`config.mk`:
```
export PLATFORM = sky130hd
export DESIGN_NAME = pcs66_tx_encoder
export DESIGN_NICKNAME = d
export VERILOG_FILES = /design/src/rtl/pcs66_pkg.sv /design/src/rtl/pcs66_classify.sv /design/src/rtl/pcs66_scrambler.sv /design/src/rtl/pcs66_tx_encoder.sv
export SDC_FILE = /design/constraint.sdc
export NUM_CORES = 1
export LEC_CHECK = 0
export BUFFER_PORTS_ARGS = -buffer_cell sky130_fd_sc_hd__buf_2
export CORE_AREA = 2 2 177 179
export CTS_CLUSTER_DIAMETER = 60
export DETAILED_ROUTE_END_ITERATION = 7
export DIE_AREA = 0 0 179 181
export GPL_ROUTABILITY_DRIVEN = 0
export MAX_ROUTING_LAYER = met4
export PLACE_DENSITY = 0.52
export SLEW_MARGIN = 40
export SYNTH_ARGS = -nofsm -noshare
export SYNTH_HDL_FRONTEND = slang
export SYNTH_HIERARCHICAL = 1
export SYNTH_SLANG_ARGS = --single-unit
```
`constraint.sdc`:
```
create_clock -name clk -period 5.2 [get_ports clk]
set_input_delay 1.04 -clock clk [delete_from_list [all_inputs] [get_ports clk]]
set_output_delay 1.04 -clock clk [all_outputs]
set_load 0.05 [all_outputs]
```
`src/rtl/pcs66_pkg.sv`:
```
package pcs66_pkg;
    localparam int LANES   = 8;
    localparam int BYTE_W  = 8;
    localparam int WORD_W  = LANES * BYTE_W;
    localparam int CODE_W  = 7;
    localparam int TYPE_W  = 8;
    localparam int HDR_W   = 2;
    localparam int SCR_LEN = 58;
    localparam int TAP_A   = 38;
    localparam int TAP_B   = 57;

    localparam logic [HDR_W-1:0] HDR_DATA = 2'b01;
    localparam logic [HDR_W-1:0] HDR_CTRL = 2'b10;

    localparam logic [BYTE_W-1:0] CH_IDLE  = 8'h07;
    localparam logic [BYTE_W-1:0] CH_START = 8'hFB;
    localparam logic [BYTE_W-1:0] CH_TERM  = 8'hFD;
    localparam logic [BYTE_W-1:0] CH_ERR   = 8'hFE;

    localparam logic [CODE_W-1:0] CODE_IDLE = 7'h00;
    localparam logic [CODE_W-1:0] CODE_ERR  = 7'h1E;

    localparam logic [TYPE_W-1:0] TY_CTRL  = 8'h1E;
    localparam logic [TYPE_W-1:0] TY_START = 8'h78;

    typedef struct packed {
        logic [HDR_W-1:0]  hdr;
        logic [WORD_W-1:0] body;
    } block_t;

    function automatic logic [TYPE_W-1:0] term_type(input int k);
        case (k)
            0:       return 8'h87;
            1:       return 8'h99;
            2:       return 8'hAA;
            3:       return 8'hB4;
            4:       return 8'hCC;
            5:       return 8'hD2;
            6:       return 8'hE1;
            default: return 8'hFF;
        endcase
    endfunction
endpackage

```
`src/rtl/pcs66_classify.sv`:
```
module pcs66_classify
    import pcs66_pkg::*;
(
    input  logic [WORD_W-1:0] txd,
    input  logic [LANES-1:0]  txc,
    output block_t            blk
);
    logic [LANES-1:0]  quiet;
    logic [CODE_W-1:0] code [LANES];
    logic [LANES-1:0]  term_hit;
    logic [WORD_W-1:0] term_body [LANES];
    logic [WORD_W-1:0] ctrl_body;

    // per-lane decode of control characters into 7-bit codes
    for (genvar i = 0; i < LANES; i++) begin : g_lane
        logic [BYTE_W-1:0] b;
        assign b        = txd[i*BYTE_W +: BYTE_W];
        assign quiet[i] = txc[i] && (b == CH_IDLE || b == CH_ERR);
        assign code[i]  = (b == CH_IDLE) ? CODE_IDLE : CODE_ERR;
    end

    always_comb begin
        ctrl_body = '0;
        ctrl_body[TYPE_W-1:0] = TY_CTRL;
        for (int i = 0; i < LANES; i++) begin
            ctrl_body[TYPE_W + CODE_W*i +: CODE_W] = code[i];
        end
    end

    // one candidate layout per terminate position
    for (genvar k = 0; k < LANES; k++) begin : g_term
        localparam logic [LANES-1:0] LOW_MASK  = LANES'((1 << k) - 1);
        localparam logic [LANES-1:0] HIGH_MASK = ~LANES'((1 << (k + 1)) - 1);
        localparam int CODE_BASE = TYPE_W + BYTE_W*k + (LANES - 1 - k);

        assign term_hit[k] = ((txc & LOW_MASK) == '0) && txc[k]
                           && (txd[k*BYTE_W +: BYTE_W] == CH_TERM)
                           && (((quiet | ~HIGH_MASK)) == '1);

        always_comb begin
            term_body[k] = '0;
            term_body[k][TYPE_W-1:0] = term_type(k);
            for (int j = 0; j < k; j++) begin
                term_body[k][TYPE_W + BYTE_W*j +: BYTE_W] = txd[BYTE_W*j +: BYTE_W];
            end
            for (int j = k + 1; j < LANES; j++) begin
                term_body[k][CODE_BASE + CODE_W*(j-k-1) +: CODE_W] = code[j];
            end
        end
    end

    always_comb begin
        blk.hdr  = HDR_CTRL;
        blk.body = {{LANES{CODE_ERR}}, TY_CTRL};
        if (txc == '0) begin
            blk.hdr  = HDR_DATA;
            blk.body = txd;
        end else if (quiet == '1) begin
            blk.body = ctrl_body;
        end else if (txc == LANES'(1) && txd[BYTE_W-1:0] == CH_START) begin
            blk.body = {txd[WORD_W-1:BYTE_W], TY_START};
        end else begin
            for (int k = LANES - 1; k >= 0; k--) begin
                if (term_hit[k]) blk.body = term_body[k];
            end
        end
    end
endmodule

```
`src/rtl/pcs66_scrambler.sv`:
```
module pcs66_scrambler
    import pcs66_pkg::*;
(
    input  logic [SCR_LEN-1:0] state_i,
    input  logic [WORD_W-1:0]  data_i,
    output logic [WORD_W-1:0]  data_o,
    output logic [SCR_LEN-1:0] state_o
);
    always_comb begin
        logic [SCR_LEN-1:0] s;
        logic               o;
        s      = state_i;
        data_o = '0;
        for (int i = 0; i < WORD_W; i++) begin
            o         = data_i[i] ^ s[TAP_A] ^ s[TAP_B];
            data_o[i] = o;
            s         = {s[SCR_LEN-2:0], o};
        end
        state_o = s;
    end
endmodule

```
`src/rtl/pcs66_tx_encoder.sv`:
```
module pcs66_tx_encoder
    import pcs66_pkg::*;
#(
    parameter logic [SCR_LEN-1:0] SCR_SEED = '1
) (
    input  logic              clk,
    input  logic              rst_n,
    input  logic              in_valid,
    input  logic [WORD_W-1:0] in_data,
    input  logic [LANES-1:0]  in_ctrl,
    output logic              out_valid,
    output logic [HDR_W-1:0]  out_hdr,
    output logic [WORD_W-1:0] out_payload
);
    typedef struct packed {
        logic               vld;
        logic [HDR_W-1:0]   hdr;
        logic [WORD_W-1:0]  pay;
        logic [SCR_LEN-1:0] scr;
    } enc_state_t;

    enc_state_t st_d, st_q;
    block_t             blk;
    logic [WORD_W-1:0]  scr_data;
    logic [SCR_LEN-1:0] scr_next;

    pcs66_classify u_classify (
        .txd (in_data),
        .txc (in_ctrl),
        .blk (blk)
    );

    pcs66_scrambler u_scrambler (
        .state_i (st_q.scr),
        .data_i  (blk.body),
        .data_o  (scr_data),
        .state_o (scr_next)
    );

    always_comb begin
        st_d     = st_q;
        st_d.vld = in_valid;
        if (in_valid) begin
            st_d.hdr = blk.hdr;
            st_d.pay = scr_data;
            st_d.scr = scr_next;
        end
    end

    always_ff @(posedge clk) begin
        if (!rst_n) begin
            st_q.vld <= 1'b0;
            st_q.hdr <= HDR_CTRL;
            st_q.pay <= '0;
            st_q.scr <= SCR_SEED;
        end else begin
            st_q <= st_d;
        end
    end

    assign out_valid   = st_q.vld;
    assign out_hdr     = st_q.hdr;
    assign out_payload = st_q.pay;
endmodule

```
# [Word-level counts from Yosys, hierarchy flattened]
# Cells that the tools add are included.
[totals] regBits=125 inputBits=75 out_inout_bits=67 word_cells=232
[classes] n_eq_ne=33 mux=20 bitwise_logic=128 n_reduce_logical=47
[op_table] operator="2-to-1 mux 64 bit" count=11
[op_table] operator="== test 8 bit (second input constant)" count=18
[op_table] operator="bitwise XOR 1 bit" count=128
[op_table] operator="== test 8 x 3 -> 1 bit (second input constant)" count=8
[op_table] operator="zero test 8 bit" count=8
[op_table] operator="2-to-1 mux 5 bit" count=8
[op_table] operator="logical AND 1 bit" count=31
[op_table] operator="== test 8 x 1 -> 1 bit (second input constant)" count=1
[op_table] operator="logical OR 1 bit" count=8
[op_table] operator="== test 7 bit (second input constant)" count=1
[op_table] operator="== test 6 bit (second input constant)" count=1
[op_table] operator="== test 5 bit (second input constant)" count=1
[op_table] operator="== test 4 bit (second input constant)" count=1
[op_table] operator="== test 3 bit (second input constant)" count=1
[op_table] operator="== test 2 bit (second input constant)" count=1
[op_table] operator="2-to-1 mux 2 bit" count=1

# [Logic depth before layout (Yosys ltp)]
# Gate-level depths: netlist (run 1).
[depth] depth_word=18 ltp_mapped=15 depth_no_buf=12

# [Hierarchy]
# The synthesis (run 1) kept the hierarchy.
[by_module_without_submodules] mod="pcs66_tx_encoder" instances=1 cells_each=468 area_per_inst_um2=5109.9 seq_area_each_um2=2502.4
[by_module_without_submodules] mod="pcs66_classify" instances=1 cells_each=327 area_per_inst_um2=2047.0 seq_area_each_um2=0.0
[by_module_without_submodules] mod="pcs66_scrambler" instances=1 cells_each=180 area_per_inst_um2=1900.6 seq_area_each_um2=0.0

# [Worst setup path before layout (run 1)]
# Ideal clock, no wire load.
[synth_path] path_type="input to register" startpoint="input in_ctrl[1]" endpoint="register st_q[12] (netlist bit)" setup_time_ps=119 arrival_ps=4236 t_required_ps=5081 setup_slack_ps=845 cell_stages=13 path_buffers=2 path_cell_list="buf_2 or4_4 or4_1 or4_4 nand3_2 nor3b_2 o21a_1 a211o_1 xnor2_1 xnor3_1 buf_4 mux2i_1 nand2_1"
[synth_lines] item="start, declared" line_no="pcs66_tx_encoder.sv:10" rtl="input logic [LANES-1:0] in_ctrl,"
[synth_lines] item="end signal, assigned" line_no="pcs66_tx_encoder.sv:57" rtl="st_q <= st_d;"
[synth_lines] item="end, declared" line_no="pcs66_tx_encoder.sv:22" rtl="enc_state_t st_d, st_q;"

==> impl_results.md, run 1 <==
- Status: finished clean
- Most frequent cells in the layout: buf_2 (139), dfxtp_1 (125), mux2i_1 (124), nand2_1 (103), xnor2_1 (72)
- Worst r2r src: st_q[17]
- Total Routing Usage GR: 0.1919
- Commonest non-fill, non-tap cell in the layout: buf_2
- Syn Area/Cell: 9.290 um^2
- Finish-stage setup viols: 0
- CTS Hold Bufs: 0
- Ys flop type: dfxtp_1
- Fillers: 3167
- Min-delay src: out_hdr[1]
- Reg2reg path depth: 4
- Die ar.: 32400 um^2
- Share of cells above drive strength 1: 0.2142
- Post-DP HPWL: 23790 um
- #FFs+latches synth: 125
- Resized cells post-CTS: 0
- Synthesized area: 9057 um^2
- Pin count of the biggest net entering global routing: 67
- Hold depth: 2
- Nets: 1062
- Hold Crit Endpoint: out_hdr[1]
- Final Cell Area: 9823 um^2
- Max clock buf depth: 2
- Area of the multi-input gates: 5318 um^2
- Final hold vios: 0
- DRT Pass-1 Iters: 8
- Startpoint Class: input port
- Worst EP arrival: 4740 ps
- FMAX: 0.2245 GHz
- Vias after detailed routing: 7005
- Vias in the first global route: 6797
- Mapped Cells: 975
- Sequential Area: 2502 um^2
- Reg-to-Reg End: st_q[3]
- Synth warn: 6
- First-pass GRT wire length: 44630 um
- Relative slew slack: 0.4516
- CORE AREA: 30350 um^2
- Die Width: 179 um
- Initial antenna violation count: 0
- Num rows: 64
- Vias/cell: 5.022
- Ys async rst share: 0
- Worst Path Class, Setup: input port to flip-flop
- Worst Setup Slack, final: 745.0 ps
- Minimum clock period: 4455 ps
- Period Utilization, post-route: 0.8567
- Worst-path clk slew: 70 ps
- Clock Latency Late Sink: 420 ps
- Min-Delay Path Class: flip-flop to flip-flop
- Nature of the critical path endpoint: flip-flop
- CTS tree: built
- Die H: 181 um
- Drt drc: 0
- Distinct cells, synth: 73
- N_diodes: 0
- DRT iter0 DRCs: 749
- Wire per inst: 21.69 um
- Seq/Total Area, Yosys: 0.2763
- Area post-placement: 9189 um^2
- EDFF count, synth: 0
- Pwr per Cell Area: 412.5 nW/um^2
- R2r setup slk: 3520 ps
- Crit. Startpoint: in_data[60]
- Post-CTS setup buffers: 0
- Req. time, crit path: 5480 ps
- Aggregate routed wire length: 30260 um
- Buffers on Ports: 141
- Starting Density: 0.2984
- CTS root buf: clkbuf_16
- Static leakage: 4.428 nW
- Worst VDD drop: 0.2213 mV
- Worst-Margin Slew: 811.2 ps
- CTS HTree Levels: 4
- TritonCTS Buffers: 17
- Fin. max-slew vios: 0
- Area Overhead vs Synth: 8.454%
- Synth Net Count: 1050
- Antenna Nets Post-Route: 0
- Fin Setup TNS: 0 ps
- Total grt overflow: 0
- Crit-path max FO: 9
- # clock sinks: 125
- Clk_skew: 12.91 ps
- Max cap viols: 0
- Hold WS: 470.5 ps
- Pre-CTS setup slack: 375.4 ps
- RSZ-0062 raised after global routing: no
- I/O Pins: 142
## area by class of cell
class,instances,share of cell area
multi-input combinational,681,0.5413
sequential,125,0.2547
tap,396,0.05044
clock inverter,14,0.02127
timing repair buffer,156,0.08661
clock buffer,17,0.04331
inverter,6,0.002293
## worst max-delay path: stages
cell and delay [ps]:
buf_2 110, or4_1 590, nor3_2 260, o22ai_1 210, nor4_4 620, and4b_1 440
nor3_1 130, o21ai_0 100, a22oi_1 130, xnor2_1 460, xnor3_1 450, mux2i_1 150
nand2_1 60
## stage by stage
stage | std cells | util | power (mW)
floorplan | 975 | - | 2.726
global placement | 1363 | 0.3015 | 2.758
detailed placement | 1364 | 0.3028 | 2.774
CTS | 1395 | 0.3237 | 4.079
global route | 1395 | 0.3237 | 4.231
finish | 1395 | 0.3237 | 4.052
## worst max-delay path by stage
stage | endpoint | depth (start not counted) | slack [ps]
2_1_floorplan | st_q[12] | 13 | 840
3_3_place_gp | st_q[6] | 13 | 420
3_5_place_dp | st_q[7] | 13 | 380
4_1_cts | st_q[7] | 13 | 810
5_1_grt | st_q[7] | 13 | 550
6_report | st_q[8] | 13 | 750
## registers in the layout, summed over array words and instances, names as in the netlist
register     flops
out_hdr          2
st_q            58
out_payload     64
out_valid        1
## cell usage after synthesis (all sizes together), types with 2 or more instances
library cell | n | area share
a211o | 3 | 0.0029
xnor3 | 19 | 0.047
a21oi | 15 | 0.0083
a22o | 23 | 0.022
or4 | 8 | 0.0075
o2111ai | 2 | 0.0019
a21boi | 4 | 0.0037
xor2 | 19 | 0.018
o22ai | 3 | 0.0021
nand4b | 3 | 0.0029
and3 | 10 | 0.0070
o21a | 4 | 0.0033
nor2b | 67 | 0.046
o22a | 8 | 0.0077
mux2i | 124 | 0.14
xnor2 | 78 | 0.080
nand3 | 12 | 0.0072
o211ai | 5 | 0.0041
o2111a | 2 | 0.0025
xor3 | 6 | 0.016
o31ai | 2 | 0.0017
nand3b | 4 | 0.0033
nand4 | 14 | 0.012
o21ai | 29 | 0.016
dfxtp | 125 | 0.28
nor3 | 18 | 0.012
nor2 | 39 | 0.016
o221ai | 3 | 0.0029
inv | 6 | 0.0025
clkbuf | 17 | 0.0070
a211oi | 2 | 0.0017
nand2 | 104 | 0.043
nor4 | 8 | 0.0072
buf | 146 | 0.13
nor4b | 6 | 0.0075
and2 | 4 | 0.0030
and4 | 2 | 0.0019
nor3b | 7 | 0.0069
or4b | 2 | 0.0022
a22oi | 7 | 0.0058
and4b | 3 | 0.0033
or2 | 2 | 0.0014
## where the power goes
| part | leakage, nW | switching (mW) | internal [mW] |
|---|---|---|---|
| Sequential | 1.03 | 0.187 | 1.14 |
| Combinational | 3.09 | 0.878 | 0.551 |
| Clock | 0.307 | 0.482 | 0.812 |
## routing by layer
layer	vias up	track usage	wire length, um
met1	3313	0.2571	13860
met3	47	0.03178	1918
met5	-	-	0
met2	325	0.2914	13590
li1	3320	-	-
met4	0	0.06472	885
## logic make-up after synthesis
kind of cell / count (synthesis) / share of synthesized area
xor gates and xnor gates: 122 / 0.1618
buffers and inverters: 169 / 0.1373
muxes: 124 / 0.1370
DFF: 125 / 0.2763
AOI/OAI and AO/OA: 120 / 0.09532
and+or+nand+nor: 315 / 0.1923
No activity file was read; power rests on OpenSTA's default activity.
==> inputs of run 2 (changes only) <==
==> constraint.sdc (replaced) <==
create_clock -name clk -period 5.2 [get_ports clk]
set_input_delay 0.78 -clock clk [delete_from_list [all_inputs] [get_ports clk]]
set_output_delay 0.78 -clock clk [all_outputs]
set_load 0.05 [all_outputs]
==> run 2 against run 1 <==
Worst hold slack gained 19 ps. Setup slack gained 200 ps. Via count shrank 0.11%. Power shrank 1.8%. Critical path type unchanged. Non-clock buffer count shrank 6. Sequential share of layout area grew 0.20 points. Design area shrank 0.78%. Largest power group unchanged. Global-route usage shrank 0.14 points. Critical path depth is the same. Clock power shrank 5%.
==> impl_results.md, run 2 (same netlist as run 1, synthesis figures left out) <==
- Fin Setup TNS: 0 ps (unchanged)
- TritonCTS Buffers: 17 (unchanged)
- Relative slew slack: 0.4484 (-0.003158)
- Startpoint Class: input port
- CTS Hold Bufs: 0 (unchanged)
- Worst-Margin Slew: 827.4 ps (+16.17 ps)
- Period Utilization, post-route: 0.8184 (-0.03832)
- Max clock buf depth: 2 (unchanged)
- Wire per inst: 21.48 um (-0.97%)
- Req. time, crit path: 5500 ps (+20 ps)
- Vias after detailed routing: 6997 (-0.11%)
- CTS root buf: clkbuf_16
- Fin. max-slew vios: 0 (unchanged)
- Num rows: 64 (unchanged)
- Die ar.: 32400 um^2 (unchanged)
- Initial antenna violation count: 0 (unchanged)
- Fillers: 3141 (-0.82%)
- Area post-placement: 9136 um^2 (-0.57%)
- DRT Pass-1 Iters: 5 (-3)
- DRT iter0 DRCs: 805 (+7.5%)
- Min-Delay Path Class: flip-flop to flip-flop
- Commonest non-fill, non-tap cell in the layout: buf_2
- N_diodes: 0 (unchanged)
- Total grt overflow: 0 (unchanged)
- Post-DP HPWL: 23560 um (-0.98%)
- Worst-path clk slew: 60 ps (about the same)
- Post-CTS setup buffers: 0 (unchanged)
- Largest register FFs: 64 (unchanged)
- Clock Latency Late Sink: 430 ps (about the same)
- Post-Layout Cell Count: 1390 (-0.36%)
- Pin count of the biggest net entering global routing: 89 (+33%)
- Worst VDD drop: 0.2332 mV (+5.4%)
- Final Cell Area: 9747 um^2 (-0.78%)
- Final hold vios: 0 (unchanged)
- Nets: 1056 (-0.56%)
- Hold WS: 489.4 ps (+18.89 ps)
- Worst EP arrival: 4550 ps (-190 ps)
- Die H: 181 um (unchanged)
- Inst Count DP: 1358 (-0.44%)
- CTS tree: built
- Drt drc: 0 (unchanged)
- # clock sinks: 125 (unchanged)
- FMAX: 0.2350 GHz (+4.7%)
- Finish-stage setup viols: 0 (unchanged)
- Vias in the first global route: 6574 (-3.3%)
- Clk_skew: 12.19 ps (-0.7230 ps)
- Pwr per Cell Area: 408.4 nW/um^2 (-0.99%)
- Die Width: 179 um (unchanged)
- Resized cells post-CTS: 0 (unchanged)
- Max cap viols: 0 (unchanged)
- Minimum clock period: 4256 ps (-199.3 ps)
- CTS HTree Levels: 4 (unchanged)
- Crit-path max FO: 9 (unchanged)
- Starting Density: 0.2984 (unchanged)
- Area Overhead vs Synth: 7.612%
- RSZ-0062 raised after global routing: no
- Most frequent cells in the layout: buf_2 (139), dfxtp_1 (125), mux2i_1 (124), nand2_1 (103), xnor2_1 (72)
- Nature of the critical path endpoint: flip-flop
- CORE AREA: 30350 um^2 (unchanged)
- Total Routing Usage GR: 0.1905 (-0.001405)
- I/O Pins: 142 (unchanged)
- Status: finished clean
- Antenna Nets Post-Route: 0 (unchanged)
- First-pass GRT wire length: 44060 um (-1.3%)
- Buffers on Ports: 141 (unchanged)
- Vias/cell: 5.034 (+0.25%)
- Worst Path Class, Setup: input port to flip-flop
- Static leakage: 4.386 nW (-0.95%)
- Util after Layout: 0.3212 (-0.002514)
- Aggregate routed wire length: 29860 um (-1.3%)
- Share of cells above drive strength 1: 0.2103 (-0.003953)
run 2: final cells by class:
| type | instances | area [um^2] | area share |
|---|---|---|---|
| Inverter | 6 | 22.52 | 0.002311 |
| Sequential cell | 125 | 2502 | 0.2567 |
| Timing Repair Buffer | 150 | 802.0 | 0.08228 |
| Multi-Input combinational cell | 681 | 5318 | 0.5456 |
| Clock buffer | 19 | 452.9 | 0.04647 |
| Clock inverter | 13 | 153.9 | 0.01579 |
| Tap cell | 396 | 495.5 | 0.05083 |
run 2: worst max-delay path: stages:
cell and delay [ps]:
buf_2 110, or4_1 590, nor3_2 260, o22ai_1 200, nor4_4 610, and4b_1 440, nor3_1 150, a21oi_1 180
o21ai_0 170, xnor2_1 360, xnor3_1 460, mux2i_1 160, nand2_1 60
run 2: power breakdown:
| part | switching [mW] | internal [mW] | leakage (nW) |
|---|---|---|---|
| Combinational | 0.887 | 0.546 | 3.06 |
| Clock | 0.480 | 0.743 | 0.297 |
| Sequential | 0.181 | 1.14 | 1.03 |
| Total | 1.55 | 2.43 | 4.39 |
run 2: path summary, 6_finish.rpt:
kind                                  start         end  slack [ps]  cells past startpoint
worst max register to register     st_q[16]     st_q[2]        3540                      4
worst min register to register   out_hdr[1]  out_hdr[1]         490                      2
worst min-delay path             out_hdr[1]  out_hdr[1]         490                      2
worst max-delay path            in_data[60]     st_q[7]         940                     13
run 2: through the flow:
stage          total power [mW]  setup slack [ps]
6_report                  3.981             944.3
4_1_cts                   4.009              1031
2_1_floorplan             2.726              1105
5_1_grt                   4.158             749.4
3_5_place_dp              2.776             593.2
3_3_place_gp              2.760             607.8
run 2: per-layer routing:
layer | track usage | share of wire
met5 | - | 0
met4 | 0.04715 | 0.024
met3 | 0.03262 | 0.062
met2 | 0.2920 | 0.46
met1 | 0.2591 | 0.46
==> inputs of run 3 (changes only) <==
--- a/config.mk
+++ b/config.mk
@@ -5,11 +5,12 @@
 export SDC_FILE = /design/constraint.sdc
 export NUM_CORES = 1
 export LEC_CHECK = 0
+export ABC_AREA = 1
 export BUFFER_PORTS_ARGS = -buffer_cell sky130_fd_sc_hd__buf_2
-export CORE_AREA = 2 2 177 179
+export CORE_AREA = 2 2 188 190
 export CTS_CLUSTER_DIAMETER = 60
 export DETAILED_ROUTE_END_ITERATION = 7
-export DIE_AREA = 0 0 179 181
+export DIE_AREA = 0 0 190 192
 export GPL_ROUTABILITY_DRIVEN = 0
 export MAX_ROUTING_LAYER = met4
 export PLACE_DENSITY = 0.52
==> constraint.sdc (replaced) <==
create_clock -name clk -period 4.4 [get_ports clk]
set_input_delay 0.66 -clock clk [delete_from_list [all_inputs] [get_ports clk]]
set_output_delay 0.66 -clock clk [all_outputs]
set_load 0.05 [all_outputs]
==> run 3 against run 2 <==
Cell count rose by 56%. Die area rose by 13%. Clock-buffer cell count did not move. Clock power rose by 16%. Sequential power barely moved. Flip-flop and latch count did not move.
==> impl_results.md, run 3 <==
- Seq/Total Area, Yosys: 0.2461 (-0.03016)
- Num rows: 68 (+6.3%)
- Resized cells post-CTS: 0 (unchanged)
- Finish-stage setup viols: 0 (unchanged)
- Crit-path max FO: 12 (+3)
- First-pass GRT wire length: 56080 um (+27%)
- Complex-gate fraction of the synthesized area: 0.08676 (-0.008558)
- Max clock buf depth: 2 (unchanged)
- Vias after detailed routing: 10350 (+48%)
- Top cells by count, synth: nand2_1 (515), inv_1 (212), nor2_1 (194)
- Synth warn: 6 (unchanged)
- Final hold vios: 0 (unchanged)
- Total grt overflow: 0 (unchanged)
- Area of the multi-input gates: 5592 um^2 (+5.2%)
- Wire per inst: 17.00 um (-21%)
- Post-CTS setup buffers: 0 (unchanged)
- Req. time, crit path: 4760 ps (-740 ps)
- Vias in the first global route: 9610 (+46%)
- Die Width: 190 um (+6.1%)
- Synth Net Count: 1775 (+69%)
- Synth top area share: 0.2461 (-0.03016)
- Total Routing Usage GR: 0.2084 (+0.01796)
- Mapped Cells: 1700 (+74%)
- Largest register FFs: 64 (unchanged)
- Hold WS: 466.9 ps (-22.45 ps)
- DRT Pass-1 Iters: 5 (unchanged)
- TritonCTS Buffers: 17 (unchanged)
- CORE AREA: 34290 um^2 (+13%)
- Synth area leaders: dfxtp_1 (25%), nand2_1 (19%), buf_4 (9.6%)
- Inst Count DP: 2134 (+57%)
- FMAX: 0.2796 GHz
- Most instantiated library cell after synthesis: nand2_1
- Relative slew slack: 0.4658 (+0.01740)
- Aggregate routed wire length: 36830 um (+23%)
- Syn Area/Cell: 5.981 um^2 (-36%)
- Synth Area in XOR/XNOR: 0.06805 (-0.09371)
- Fillers: 3917 (+25%)
- EDFF count, synth: 0 (unchanged)
- Clk_skew: 12.03 ps (-0.1598 ps)
- Sequential Area: 2502 um^2 (unchanged)
- Commonest non-fill, non-tap cell in the layout: nand2_1
- Worst VDD drop: 0.2339 mV (+0.29%)
- Status: finished clean
- Buffers on Ports: 141 (unchanged)
- CTS root buf: clkbuf_16
- #FFs+latches synth: 125 (unchanged)
- # clock sinks: 125 (unchanged)
- Pin count of the biggest net entering global routing: 102 (+15%)
- Minimum clock period: 3577 ps
- Static leakage: 6.061 nW (+38%)
- RSZ-0062 raised after global routing: no
- Area Overhead vs Synth: 7.839%
- Hold depth: 2 (unchanged)
- Antenna Nets Post-Route: 0 (unchanged)
- Post-DP HPWL: 29120 um (+24%)
- Starting Density: 0.2965 (-0.001916)
- Drt drc: 0 (unchanged)
- Largest family of logic cells by synthesized area: simple AND/OR/NAND/NOR gates
- Most frequent cells in the layout: nand2_1 (515), inv_1 (212), nor2_1 (194), nand3_1 (157), buf_2 (139)
- Simple-gate area share of the yosys netlist: 0.3952 (+0.2029)
- Nature of the critical path endpoint: flip-flop
- Post-Layout Cell Count: 2166 (+56%)
- Biggest area consumer among synthesized cells: dfxtp_1
- Fin Setup TNS: 0 ps (unchanged)
- Fin. max-slew vios: 0 (unchanged)
- Ys flop type: dfxtp_1
- Startpoint Class: input port
- Post-synthesis mux area share: 0 (-0.1370)
- Max cap viols: 0 (unchanged)
- Nets: 1773 (+68%)
- Worst Path Class, Setup: input port to flip-flop
- CTS tree: built
- Worst-path clk slew: 60 ps (about the same)
- Synthesized-area fraction occupied by adder cells: 0 (unchanged)
- Die ar.: 36480 um^2 (+13%)
- Reg2reg path depth: 8 (+4)
- Vias/cell: 4.777 (-5.1%)
- Synthesized area: 10170 um^2 (+12%)
- CTS Hold Bufs: 0 (unchanged)
- Worst EP arrival: 3940 ps (-610 ps)
- CTS HTree Levels: 4 (unchanged)
- Worst-Margin Slew: 801.3 ps (-26.10 ps)
- Period Utilization, post-route: 0.8129
- I/O Pins: 142 (unchanged)
- Distinct cells, synth: 45 (-38%)
- Share of cells above drive strength 1: 0.1420 (-0.06824)
- N_diodes: 0 (unchanged)
- Clock Latency Late Sink: 430 ps (about the same)
- Pwr per Cell Area: 348.3 nW/um^2 (-15%)
- Die H: 192 um (+6.1%)
- Min-Delay Path Class: flip-flop to flip-flop
- Initial antenna violation count: 0 (unchanged)
- DRT iter0 DRCs: 809 (+0.50%)
- Ys async rst share: 0 (unchanged)
run 3: layer usage:
metal / vias to the layer above / track usage / wire [um]
li1: 5177 / - / -
met1: 4770 / 0.2763 / 17190
met2: 354 / 0.3332 / 16800
met3: 46 / 0.02704 / 2039
met4: 0 / 0.05725 / 801
met5: - / - / 0
run 3: report_power, final:
part / internal (mW) / switching (mW) / leakage, nW / total (mW)
Combinational: 0.308 / 0.751 / 4.74 / 1.06
Sequential: 1.25 / 0.106 / 1.04 / 1.35
Clock: 0.818 / 0.589 / 0.278 / 1.41
Total: 2.37 / 1.45 / 6.06 / 3.82
run 3: layout make-up:
cell class                 instances  area share
multi-input combinational       1165      0.5100
tap                              455     0.05192
timing repair buffer             160     0.07851
clock inverter                    13     0.01164
inverter                         229     0.07840
sequential                       125      0.2282
clock buffer                      19     0.04131
run 3: logic make-up after synthesis:
logic type | count (synthesis)
XOR/XNOR | 79
buffers and inverters | 410
AO/OA/AOI/OAI | 144
AND/OR/NAND/NOR | 942
flip-flops | 125
run 3: path summary, 6_finish.rpt:
kind / start / to / slack, ps
worst min-delay path: out_payload[49] / out_payload[49] / 470
worst min register to register: out_payload[49] / out_payload[49] / 470
worst max-delay path: in_data[10] / out_payload[49] / 820
worst max register to register: st_q[31] / out_payload[46] / 2770
run 3: through the flow:
stage | cell area (um^2) | power (mW) | utilization | worst slack (ps)
floorplan | 10170 | 2.308 | - | 1395
global placement | 10380 | 2.430 | 0.3026 | 435.6
detailed placement | 10380 | 2.434 | 0.3027 | 451.5
CTS | 10960 | 3.849 | 0.3197 | 893.2
global route | 10960 | 4.025 | 0.3198 | 497.2
finish | 10960 | 3.819 | 0.3198 | 823.2
run 3: worst max-delay path, stage by stage:
cell and delay [ps]:
buf_2 160, inv_1 70, nor3_1 170, nand4_1 280, a21oi_1 480, nand3_2 380, nand2_1 280, a21oi_1 60
o21ai_0 150, nand3_1 140, xnor2_1 340, xnor2_1 280, nand2_1 100, nand2_1 120, inv_1 50, nand2_1 50
nand2_1 60, nor2_1 100
